### src/rtl/lcx_pkg.sv
package lcx_pkg;

    typedef enum logic [3:0] {
        LC_RAW   = 4'd0,
        LC_TU0   = 4'd1,
        LC_TU1   = 4'd2,
        LC_TU2   = 4'd3,
        LC_TU3   = 4'd4,
        LC_TL0   = 4'd5,
        LC_TL1   = 4'd6,
        LC_TL2   = 4'd7,
        LC_DEV   = 4'd8,
        LC_PROD  = 4'd9,
        LC_PEND  = 4'd10,
        LC_RMA   = 4'd11,
        LC_SCRAP = 4'd12,
        LC_POST  = 4'd13,
        LC_INV   = 4'd14,
        LC_RSVD  = 4'd15
    } lc_state_e;

    typedef enum logic [1:0] {
        TC_ZERO   = 2'd0,
        TC_UNLOCK = 2'd1,
        TC_EXIT   = 2'd2,
        TC_RMA    = 2'd3
    } tok_class_e;

    typedef enum logic [1:0] {
        SQ_IDLE = 2'd0,
        SQ_EVAL = 2'd1,
        SQ_HALT = 2'd2
    } seq_e;

    typedef struct packed {
        logic       legal;
        tok_class_e cls;
    } rule_t;

    typedef struct packed {
        logic success;
        logic count_err;
        logic trans_err;
        logic token_err;
    } lc_status_t;

    function automatic logic in_range(logic [3:0] v, logic [3:0] lo, logic [3:0] hi);
        return (v >= lo) && (v <= hi);
    endfunction

    // States from which commands may be issued at all
    function automatic logic lc_operable(lc_state_e s);
        return 4'(s) <= 4'(LC_SCRAP);
    endfunction

    // External clock may be switched in blank, test and return states
    function automatic logic lc_ext_clk_ok(lc_state_e s);
        return (4'(s) <= 4'(LC_TL2)) || (s == LC_RMA);
    endfunction

    function automatic rule_t lc_rule(lc_state_e cur, lc_state_e tgt);
        rule_t      r;
        logic [3:0] c;
        logic [3:0] t;
        c = 4'(cur);
        t = 4'(tgt);
        r.legal = 1'b0;
        r.cls   = TC_ZERO;
        if (tgt == LC_SCRAP && c <= 4'(LC_RMA)) begin
            r.legal = 1'b1;
        end else if (c == 4'(LC_RAW)) begin
            if (tgt == LC_TU0) begin
                r.legal = 1'b1;
                r.cls   = TC_UNLOCK;
            end
        end else if (in_range(c, 4'(LC_TU0), 4'(LC_TU3))) begin
            if (in_range(t, 4'(LC_TL0), 4'(LC_TL2)) && ((t - 4'd5) >= (c - 4'd1))) begin
                r.legal = 1'b1;
            end else if (in_range(t, 4'(LC_DEV), 4'(LC_PEND))) begin
                r.legal = 1'b1;
                r.cls   = TC_EXIT;
            end else if (tgt == LC_RMA) begin
                r.legal = 1'b1;
                r.cls   = TC_RMA;
            end
        end else if (in_range(c, 4'(LC_TL0), 4'(LC_TL2))) begin
            if (in_range(t, 4'(LC_TU0), 4'(LC_TU3)) && ((t - 4'd1) > (c - 4'd5))) begin
                r.legal = 1'b1;
                r.cls   = TC_UNLOCK;
            end else if (in_range(t, 4'(LC_DEV), 4'(LC_PEND))) begin
                r.legal = 1'b1;
                r.cls   = TC_EXIT;
            end
        end else if (cur == LC_DEV || cur == LC_PROD) begin
            if (tgt == LC_RMA) begin
                r.legal = 1'b1;
                r.cls   = TC_RMA;
            end
        end
        return r;
    endfunction

endpackage

### src/rtl/lcx_rules.sv
module lcx_rules
    import lcx_pkg::*;
(
    input  lc_state_e cur,
    input  lc_state_e tgt,
    output rule_t     rule
);
    assign rule = lc_rule(cur, tgt);
endmodule

### src/rtl/lcx_token_chk.sv
module lcx_token_chk
    import lcx_pkg::*;
#(
    parameter int              TOKW       = 16,
    parameter logic [TOKW-1:0] TOK_UNLOCK = '1,
    parameter logic [TOKW-1:0] TOK_EXIT   = '1,
    parameter logic [TOKW-1:0] TOK_RMA    = '1,
    parameter logic [TOKW-1:0] TOK_VOL    = '1
) (
    input  tok_class_e      cls,
    input  logic            vol_path,
    input  logic [TOKW-1:0] token,
    output logic            tok_ok
);
    logic [TOKW-1:0] expect_tok;

    always_comb begin
        if (vol_path) begin
            expect_tok = TOK_VOL;
        end else begin
            unique case (cls)
                TC_UNLOCK: expect_tok = TOK_UNLOCK;
                TC_EXIT:   expect_tok = TOK_EXIT;
                TC_RMA:    expect_tok = TOK_RMA;
                default:   expect_tok = '0;
            endcase
        end
    end

    assign tok_ok = (token == expect_tok);
endmodule

### src/rtl/lcx_core.sv
module lcx_core
    import lcx_pkg::*;
#(
    parameter int TOKW    = 16,
    parameter int CNT_MAX = 24,
    parameter int CNTW    = 5,
    parameter bit VOL_EN  = 1'b1
) (
    input  logic            clk,
    input  logic            rst,
    input  logic [3:0]      init_state,
    input  logic [CNTW-1:0] init_count,
    input  logic            start,
    input  logic [3:0]      tgt_in,
    input  logic [TOKW-1:0] tok_in,
    input  logic            vol_in,
    input  rule_t           rule,
    input  logic            tok_ok,
    output lc_state_e       cur_q,
    output lc_state_e       tgt_q,
    output logic [TOKW-1:0] tok_q,
    output logic            vol_path,
    output logic [CNTW-1:0] cnt_q,
    output lc_status_t      stat_q,
    output logic            rdy,
    output logic            pv_q,
    output lc_state_e       pst_q,
    output logic [CNTW-1:0] pcnt_q
);
    localparam logic [CNTW-1:0] CMAX = CNTW'(CNT_MAX);

    seq_e seq_q;
    logic vol_q;

    assign rdy = (seq_q == SQ_IDLE) && lc_operable(cur_q);

    generate
        if (VOL_EN) begin : g_vol
            assign vol_path = vol_q && (cur_q == LC_RAW) && (tgt_q == LC_TU0);
        end else begin : g_novol
            assign vol_path = 1'b0;
        end
    endgenerate

    always_ff @(posedge clk) begin
        if (rst) begin
            cur_q  <= lc_state_e'(init_state);
            cnt_q  <= init_count;
            seq_q  <= SQ_IDLE;
            stat_q <= '0;
            tgt_q  <= LC_RAW;
            tok_q  <= '0;
            vol_q  <= 1'b0;
            pv_q   <= 1'b0;
            pst_q  <= LC_RAW;
            pcnt_q <= '0;
        end else begin
            pv_q <= 1'b0;
            unique case (seq_q)
                SQ_IDLE: begin
                    if (start && rdy) begin
                        tgt_q          <= lc_state_e'(tgt_in);
                        tok_q          <= tok_in;
                        vol_q          <= vol_in && VOL_EN;
                        stat_q.success <= 1'b0;
                        seq_q          <= SQ_EVAL;
                    end
                end
                SQ_EVAL: begin
                    if (vol_path) begin
                        if (tok_ok) begin
                            cur_q          <= LC_TU0;
                            stat_q.success <= 1'b1;
                            seq_q          <= SQ_IDLE;
                        end else begin
                            stat_q.token_err <= 1'b1;
                            seq_q            <= SQ_HALT;
                        end
                    end else if (cnt_q >= CMAX) begin
                        stat_q.count_err <= 1'b1;
                        seq_q            <= SQ_HALT;
                    end else begin
                        cnt_q  <= cnt_q + CNTW'(1);
                        pcnt_q <= cnt_q + CNTW'(1);
                        cur_q  <= LC_POST;
                        pv_q   <= 1'b1;
                        pst_q  <= (rule.legal && tok_ok) ? tgt_q : cur_q;
                        if (!rule.legal) begin
                            stat_q.trans_err <= 1'b1;
                        end else if (!tok_ok) begin
                            stat_q.token_err <= 1'b1;
                        end else begin
                            stat_q.success <= 1'b1;
                        end
                        seq_q <= SQ_HALT;
                    end
                end
                default: ;
            endcase
        end
    end


    ready_clean_chk: assert property (@(posedge clk) disable iff (rst)
        rdy |-> !(stat_q.count_err || stat_q.trans_err || stat_q.token_err));


    halt_hold_chk: assert property (@(posedge clk) disable iff (rst)
        (seq_q == SQ_HALT) |=> (seq_q == SQ_HALT) && $stable(cur_q) && $stable(cnt_q));


    cnt_step_chk: assert property (@(posedge clk) disable iff (rst)
        (cnt_q != $past(cnt_q)) |-> (cnt_q == $past(cnt_q) + CNTW'(1)));


    post_chk: assert property (@(posedge clk) disable iff (rst)
        pv_q |-> (cur_q == LC_POST) && (cnt_q == pcnt_q));


    cnt_max_chk: assert property (@(posedge clk) disable iff (rst)
        (seq_q == SQ_EVAL && !vol_path && cnt_q == CMAX)
            |=> stat_q.count_err && $stable(cur_q) && !pv_q);


    vol_keep_chk: assert property (@(posedge clk) disable iff (rst)
        (seq_q == SQ_EVAL && vol_path) |=> $stable(cnt_q) && !pv_q);


    err_onehot_chk: assert property (@(posedge clk) disable iff (rst)
        $onehot0({stat_q.count_err, stat_q.trans_err, stat_q.token_err}));

endmodule

### src/rtl/lcx_seq.sv
module lcx_seq
    import lcx_pkg::*;
#(
    parameter int              TOKW       = 16,
    parameter int              CNT_MAX    = 24,
    parameter bit              VOL_EN     = 1'b1,
    parameter logic [TOKW-1:0] TOK_UNLOCK = TOKW'(16'hA5C3),
    parameter logic [TOKW-1:0] TOK_EXIT   = TOKW'(16'h3C96),
    parameter logic [TOKW-1:0] TOK_RMA    = TOKW'(16'h7711),
    parameter logic [TOKW-1:0] TOK_VOL    = TOKW'(16'h5AE2),
    localparam int             CNTW       = $clog2(CNT_MAX + 1)
) (
    input  logic            clk,
    input  logic            rst,
    input  logic [3:0]      init_state,
    input  logic [CNTW-1:0] init_count,
    input  logic            start,
    input  logic [3:0]      tgt_state,
    input  logic [TOKW-1:0] token,
    input  logic            ext_clk_req,
    input  logic            vol_unlock_req,
    output logic            st_ready,
    output logic            st_success,
    output logic            st_count_err,
    output logic            st_trans_err,
    output logic            st_token_err,
    output logic [3:0]      cur_state,
    output logic [CNTW-1:0] cur_count,
    output logic            ext_clk_en,
    output logic            vol_unlock_rb,
    output logic            prog_valid,
    output logic [3:0]      prog_state,
    output logic [CNTW-1:0] prog_count
);
    lc_state_e       cur_q, tgt_q, pst_q;
    logic [TOKW-1:0] tok_q;
    logic            vol_path, tok_ok, rdy, pv_q;
    logic [CNTW-1:0] cnt_q, pcnt_q;
    lc_status_t      stat_q;
    rule_t           rule;

    lcx_rules u_rules (
        .cur  (cur_q),
        .tgt  (tgt_q),
        .rule (rule)
    );

    lcx_token_chk #(
        .TOKW       (TOKW),
        .TOK_UNLOCK (TOK_UNLOCK),
        .TOK_EXIT   (TOK_EXIT),
        .TOK_RMA    (TOK_RMA),
        .TOK_VOL    (TOK_VOL)
    ) u_tok (
        .cls      (rule.cls),
        .vol_path (vol_path),
        .token    (tok_q),
        .tok_ok   (tok_ok)
    );

    lcx_core #(
        .TOKW    (TOKW),
        .CNT_MAX (CNT_MAX),
        .CNTW    (CNTW),
        .VOL_EN  (VOL_EN)
    ) u_core (
        .clk        (clk),
        .rst        (rst),
        .init_state (init_state),
        .init_count (init_count),
        .start      (start),
        .tgt_in     (tgt_state),
        .tok_in     (token),
        .vol_in     (vol_unlock_req),
        .rule       (rule),
        .tok_ok     (tok_ok),
        .cur_q      (cur_q),
        .tgt_q      (tgt_q),
        .tok_q      (tok_q),
        .vol_path   (vol_path),
        .cnt_q      (cnt_q),
        .stat_q     (stat_q),
        .rdy        (rdy),
        .pv_q       (pv_q),
        .pst_q      (pst_q),
        .pcnt_q     (pcnt_q)
    );

    generate
        if (VOL_EN) begin : g_rb
            assign vol_unlock_rb = vol_unlock_req;
        end else begin : g_rb_off
            assign vol_unlock_rb = 1'b0;
        end
    endgenerate

    assign st_ready     = rdy;
    assign st_success   = stat_q.success;
    assign st_count_err = stat_q.count_err;
    assign st_trans_err = stat_q.trans_err;
    assign st_token_err = stat_q.token_err;
    assign cur_state    = 4'(cur_q);
    assign cur_count    = cnt_q;
    assign ext_clk_en   = ext_clk_req && lc_ext_clk_ok(cur_q);
    assign prog_valid   = pv_q;
    assign prog_state   = 4'(pst_q);
    assign prog_count   = pcnt_q;

endmodule

### config.mk
export PLATFORM = sky130hd
export DESIGN_NAME = lcx_seq
export DESIGN_NICKNAME = d
export VERILOG_FILES = /design/src/rtl/lcx_pkg.sv /design/src/rtl/lcx_rules.sv /design/src/rtl/lcx_token_chk.sv /design/src/rtl/lcx_core.sv /design/src/rtl/lcx_seq.sv
export SDC_FILE = /design/constraint.sdc
export NUM_CORES = 1
export LEC_CHECK = 0
export ABC_AREA = 1
export BUFFER_PORTS_ARGS = -buffer_cell sky130_fd_sc_hd__buf_4
export CORE_MARGIN = 1
export CORE_UTILIZATION = 35
export DETAILED_ROUTE_END_ITERATION = 10
export GPL_ROUTABILITY_DRIVEN = 0
export SYNTH_ARGS = -nofsm -noshare
export SYNTH_HDL_FRONTEND = slang
export SYNTH_SLANG_ARGS = --single-unit
### constraint.sdc
create_clock -name clk -period 3.92 [get_ports clk]
set_input_delay 0.392 -clock clk [delete_from_list [all_inputs] [get_ports clk]]
set_output_delay 0.392 -clock clk [all_outputs]
set_load 0.1 [all_outputs]
# Yosys cells after proc, flatten, opt, wreduce, memory -nomap -nowiden
# Index checks and enable logic that the tools add are counted.
# op_classes
order_cmp,15
muxes,40
bitwise_logic,4
n_addsub,5
reduce_logical,31
n_eq_ne,19
# op_table
operator,n
$pmux W16 S3,1
$mux W3,9
$mux W4,6
$eq A4 B4 Y1 const B,5
$mux W5,4
$eq A16 B16 Y1,1
$le A4 B3 Y1 const B,4
$mux W16,1
$reduce_and A3 Y1,5
$logic_and A1 B1 Y1,14
$le A4 B4 Y1 const B,3
$mux W1,12
$mux W2,5
$ne A3 B2 Y1 const B,3
$ge A4 B1 Y1 const B,2
$ge A4 B3 Y1 const B,2
$reduce_and A4 Y1,2
$sub A4 B1 Y4 const B,2
$sub A4 B3 Y4 const B,2
$ne A2 B2 Y1 const B,3
$reduce_bool A2 Y1,3
$add A5 B1 Y5 const B,1
$ge A5 B5 Y1 const B,1
$eq A2 B1 Y1 const B,2
15 further kinds,21
# word_totals
inputBits,34
elab_cells,127
register_bits,46
out_inout_bits,26

# Depth between registers and ports, before layout
# depth
depth_word,17
depth_mapped,30
depth_no_buf,30

# Cells and area by module
# A second synthesis with hierarchy kept.
# hier_totals
hier_cells,417
area_unflattened_um2,2949.1
# modules_own_cells
module,cells_per_inst,area_each_um2,seq_area_each_um2,n_inst
lcx_core,230,1929.4,1011.0,1
lcx_rules,99,566.8,0.0,1
lcx_token_chk,83,419.2,0.0,1
lcx_seq,5,33.8,0.0,1

# Least setup slack after synthesis
# OpenSTA, ideal clock, no wires.
# synth_timing
path_type,register to register
start,register u_core.cur_q[0]
end,register u_core.cur_q[0] (enable)
stages_incl_launch_ff,28
path_slack_ns,-0.379
arrival_time_ns,3.963
required_ns,3.585
path_buffers,0
synth_period_minus_slack_ns,4.299
cell_sequence,edfxtp_1 inv_1 ha_1 nand2_2 inv_2 nor2_1 inv_1 ha_1 nand2_1 inv_1 nand2_1 nand2_1 nand2_1 nand2_1 nand3_2 nand2_4 nand2_4 inv_1 ha_1 o21ai_0 nand4_1 a21oi_1 nand2_1 inv_1 nand2_2 nor2_4 a21oi_1 o21ai_1
# synth_between
elab_chain_cells,14
elab_cells_between_ends,36
# synth_rtl
item,line,source
"start, declared",lcx_core.sv:19,"output lc_state_e cur_q,"
"start signal, assigned",lcx_core.sv:47,cur_q <= lc_state_e'(init_state);
$sub A4 B3 Y4,lcx_pkg.sv:87,"if (in_range(t, 4'(LC_TU0), 4'(LC_TU3)) && ((t - 4'd1) > (c - 4'd5))) begin"
$gt A4 B4 Y1,lcx_pkg.sv:87,
$logic_and A1 B1 Y1,lcx_pkg.sv:87,
$mux W3,lcx_pkg.sv:87,
$mux W3,lcx_pkg.sv:86,"end else if (in_range(c, 4'(LC_TL0), 4'(LC_TL2))) begin"
$mux W3,lcx_pkg.sv:76,"end else if (in_range(c, 4'(LC_TU0), 4'(LC_TU3))) begin"
$mux W3,lcx_pkg.sv:71,end else if (c == 4'(LC_RAW)) begin
$mux W2,lcx_pkg.sv:69,if (tgt == LC_SCRAP && c <= 4'(LC_RMA)) begin
$eq A2 B2 Y1 / $eq A2 B1 Y1 (equally long branches),lcx_token_chk.sv:21,unique case (cls)
$pmux W16 S3,lcx_token_chk.sv:21,
$mux W16,lcx_token_chk.sv:18,if (vol_path) begin
$eq A16 B16 Y1,lcx_token_chk.sv:30,assign tok_ok = (token == expect_tok);
$ne A3 B2 Y1 (no source line),n/a,
$reduce_and A3 Y1 (no source line) *,n/a,
# Every way passes the cells marked *; elsewhere a longest branch is shown, timed or not.
# A chain may end at the register's enable or synchronous reset.

# Worst setup path in the final report
# layout_timing
start,register u_core.cur_q[0]
end,register u_core.cur_q[1] (enable)
# Same word-level chain as after synthesis.

==> results.cfg <==
[final_layout]
area_growth_pct = 26.3
drive_gt1_share_pct = 27.9
utilization_pct = 45.7
num-nets-final = 495
diodes = 0
finalNonFillerCells = 547

[floorplan]
starting_utilization_of_the_core_area_pct = 36.2
dieHeight_um = 91.6
die_outline_area_um2 = 8400
die-width_um = 91.6
fp.coreArea_um2 = 7770
floorplan.rows = 32
io_pins = 60

[setup_path]
critical_path.max_fanout = 5
critical_path.most_common_cell = sky130_fd_sc_hd__nand2_1
arrival_ps = 3510
worst_ep_required_time_ps = 3910
crit_path_largest_cell_delay_ps = 420
critPathCaptureType = flop
path_class = flop to flop
crit_slowest_cell = sky130_fd_sc_hd__edfxtp_1
start_kind = flop
sequence_of_cells_on_the_critical_path = buf_4 > o21ai_0 > xor2_1 > ha_1 > a21oi_1 > nand2_1 > nand2_1 > nand2_1 > nand3_2 > nand2_4 > nand2_4 > inv_2 > ha_4 > nand3_2 > o21ai_1 > nand4_1 > a21oi_1 > nand2_1 > inv_1 > nand2_2 > nor2_4 > a21oi_2 > o21ai_2

[place]
dp_hpwl_um = 5160
placement.io_buffers = 59
dp_worst_setup_slack_ps = 270
placed_cells = 535

[grt]
track_usage_pct = 16.7
first_global_vias = 2561
grt_first_pass_wirelength_um = 11400
grt_max_degree = 43
antenna_found_initial = 0
grt_remaining_overflow = 0

[clock_tree]
cts.sinks = 46
postCtsHoldBufs = 0
cts_buf_count = 5
clock_insertion_delay_worst_skew_ps = 290
post_cts.resized_instances = 0
clockBufferDepth = 2
h_tree_levels = 2
clock_tree_from_tritoncts = done
cts_setup_buffers = 0
clk_pin_slew_ps = 90
ctsRootBufferMaster = sky130_fd_sc_hd__clkbuf_8

[routing]
via_count = 2604
highest-signal-layer = met4
avgViaCountPerCell = 4.76
detailroute.wirelength.met3_um = 122
dr_wl_met2_um = 3260
wl_met1_um = 3080
route.antenna.remaining_nets = 0
total_length_of_routed_wires_um = 6560
drt_drc_violations_left = 0
detail_route.wl_per_cell_um = 12.0
initialDrtViolationCount = 95
dr.pass1.iters = 4

[timing]
postLayoutSetupSlackWorst_ps = 400
finClkSkew_ps = 5.25
slew_worst_pin_ps = 665
final_hold_viol_count = 0
slew_headroom_pct = 55.5
grt_setup_unrepaired = false
report.final.setup_viol = 0
min_period_over_period_pct = 89.8
hold_slack_ps = 363
max_freq_mhz = 284
maxSlewViolCount = 0
timing.final.crit_period_ps = 3520

[power]
worst_ir_drop_vdd_uv = 147
p_leak_nw = 1.70
power_density_over_the_cells_nw_per_um2 = 426
finalPower_w = 0.00151

[yosys]
ys_async_rst_share_pct = 0
synth_cell_type_count = 35
yosysWarnings = 0
synthMostInstantiatedCell = sky130_fd_sc_hd__nand2_1
synth.yosys.seq_area_share_pct = 36.0
post_synth_main_area_contributors = sky130_fd_sc_hd__dfxtp_1 (26%), sky130_fd_sc_hd__nand2_1 (11%), sky130_fd_sc_hd__edfxtp_1 (9.6%)
netlist_area_um2 = 2810
syn_inst = 384
synth_seq_cells = 46
synth.net_count = 435
synth-edff-count = 9
synth_top_cell_by_area = sky130_fd_sc_hd__dfxtp_1
synth.top_cells.by_count = sky130_fd_sc_hd__nand2_1 (83), sky130_fd_sc_hd__inv_1 (50), sky130_fd_sc_hd__dfxtp_1 (37), sky130_fd_sc_hd__a21oi_1 (34), sky130_fd_sc_hd__o21ai_0 (34)
synthDominantCellAreaShare_pct = 26.3
synthFlopType = sky130_fd_sc_hd__dfxtp_1
synth.avg_cell_area_um2 = 7.32

[worst_hold_path]
worstHoldPathType = input port to flop

[run_status]
run_status = complete, no violations

[run]
cap_violations = 0
power by group:
group	switching, W	internal, W
clock	0.000158	0.000272
combinational	0.000364	0.000163
sequential	0.0000314	0.000525
total	0.000554	0.000960
state kept, by name, summed over array words and instances, names as in the netlist:
name and count:
u_core.pst_q 4, u_core.stat_q 4, u_core.cnt_q 5, u_core.cur_q 4, u_core.vol_q 1, u_core.pcnt_q 5, u_core.tgt_q 4, u_core.pv_q 1
u_core.seq_q 2, u_core.tok_q 16
stage by stage:
step                TNS, ps  area, µm²
global route              0       3550
detailed placement        0       3380
finish                    0       3550
floorplan              -275       2860
global placement          0       3380
CTS                       0       3520
layer usage:
metal	vias up	track usage, %
met3	8	1.99
met4	0	4.76
met1	1201	20.9
li1	1357	-
met5	-	0
met2	38	30.0
layout make-up:
| cell class | instances | area (µm²) |
|---|---|---|
| multi-input combinational | 267 | 1560 |
| tap | 102 | 128 |
| inverter | 59 | 223 |
| clock buffer | 6 | 82.6 |
| clock inverter | 2 | 60.1 |
| timing repair buffer | 65 | 488 |
| sequential | 46 | 1010 |
| fill | 804 | 4220 |
worst paths after layout:
path                                 startpoint               to  slack [ps]  cells past startpoint
worst max-delay path            u_core.cur_q[0]  u_core.cur_q[1]         400                     23
worst min-delay path              init_count[2]  u_core.cnt_q[2]         360                      3
worst max register to register  u_core.cur_q[0]  u_core.cur_q[1]         400                     23
worst min register to register  u_core.pst_q[0]  u_core.pst_q[0]         460                      2
critical path: cells and delay by family (launching register included):
family	cells	cell delay, ps
buf+inv	3	280
compound gates	6	910
flops	1	420
fa+ha+maj	2	530
simple gates	11	880
xor+xnor	1	200
cell families (layout without fill, tap and decap cells):
family          count (synthesis)  after routing  share of synthesized area, %
simple gates                  164            164                          28.9
flops                          46             46                          36.0
buf+inv                        71            132                          10.2
compound gates                 78             78                          14.9
xor+xnor                        8              8                          2.49
fa+ha+maj                      17             17                          7.57
layout by cell type, fill, tap and decap left out, types with 2 or more instances in the layout:
master,Yosys,final
sky130_fd_sc_hd__ha_4,0,2
sky130_fd_sc_hd__nor2_4,2,2
sky130_fd_sc_hd__buf_4,1,65
sky130_fd_sc_hd__o21ai_0,34,33
sky130_fd_sc_hd__xor2_1,6,6
sky130_fd_sc_hd__ha_1,17,15
sky130_fd_sc_hd__inv_1,50,47
sky130_fd_sc_hd__nand3_2,3,4
sky130_fd_sc_hd__o21ai_1,3,3
sky130_fd_sc_hd__nor2_1,14,13
sky130_fd_sc_hd__a21oi_2,3,4
sky130_fd_sc_hd__inv_2,8,11
sky130_fd_sc_hd__nand4_1,6,6
sky130_fd_sc_hd__nand2_4,2,3
sky130_fd_sc_hd__bufinv_16,0,2
sky130_fd_sc_hd__edfxtp_1,9,9
sky130_fd_sc_hd__clkbuf_8,0,6
sky130_fd_sc_hd__nor3_1,2,2
sky130_fd_sc_hd__a21oi_1,34,33
sky130_fd_sc_hd__dfxtp_1,37,37
sky130_fd_sc_hd__nand2_2,15,14
sky130_fd_sc_hd__nand3_1,27,26
sky130_fd_sc_hd__nand2_1,83,83
sky130_fd_sc_hd__xnor2_1,2,2
sky130_fd_sc_hd__nor2_2,4,5
Note: power is estimated with default switching activity, not from simulation.
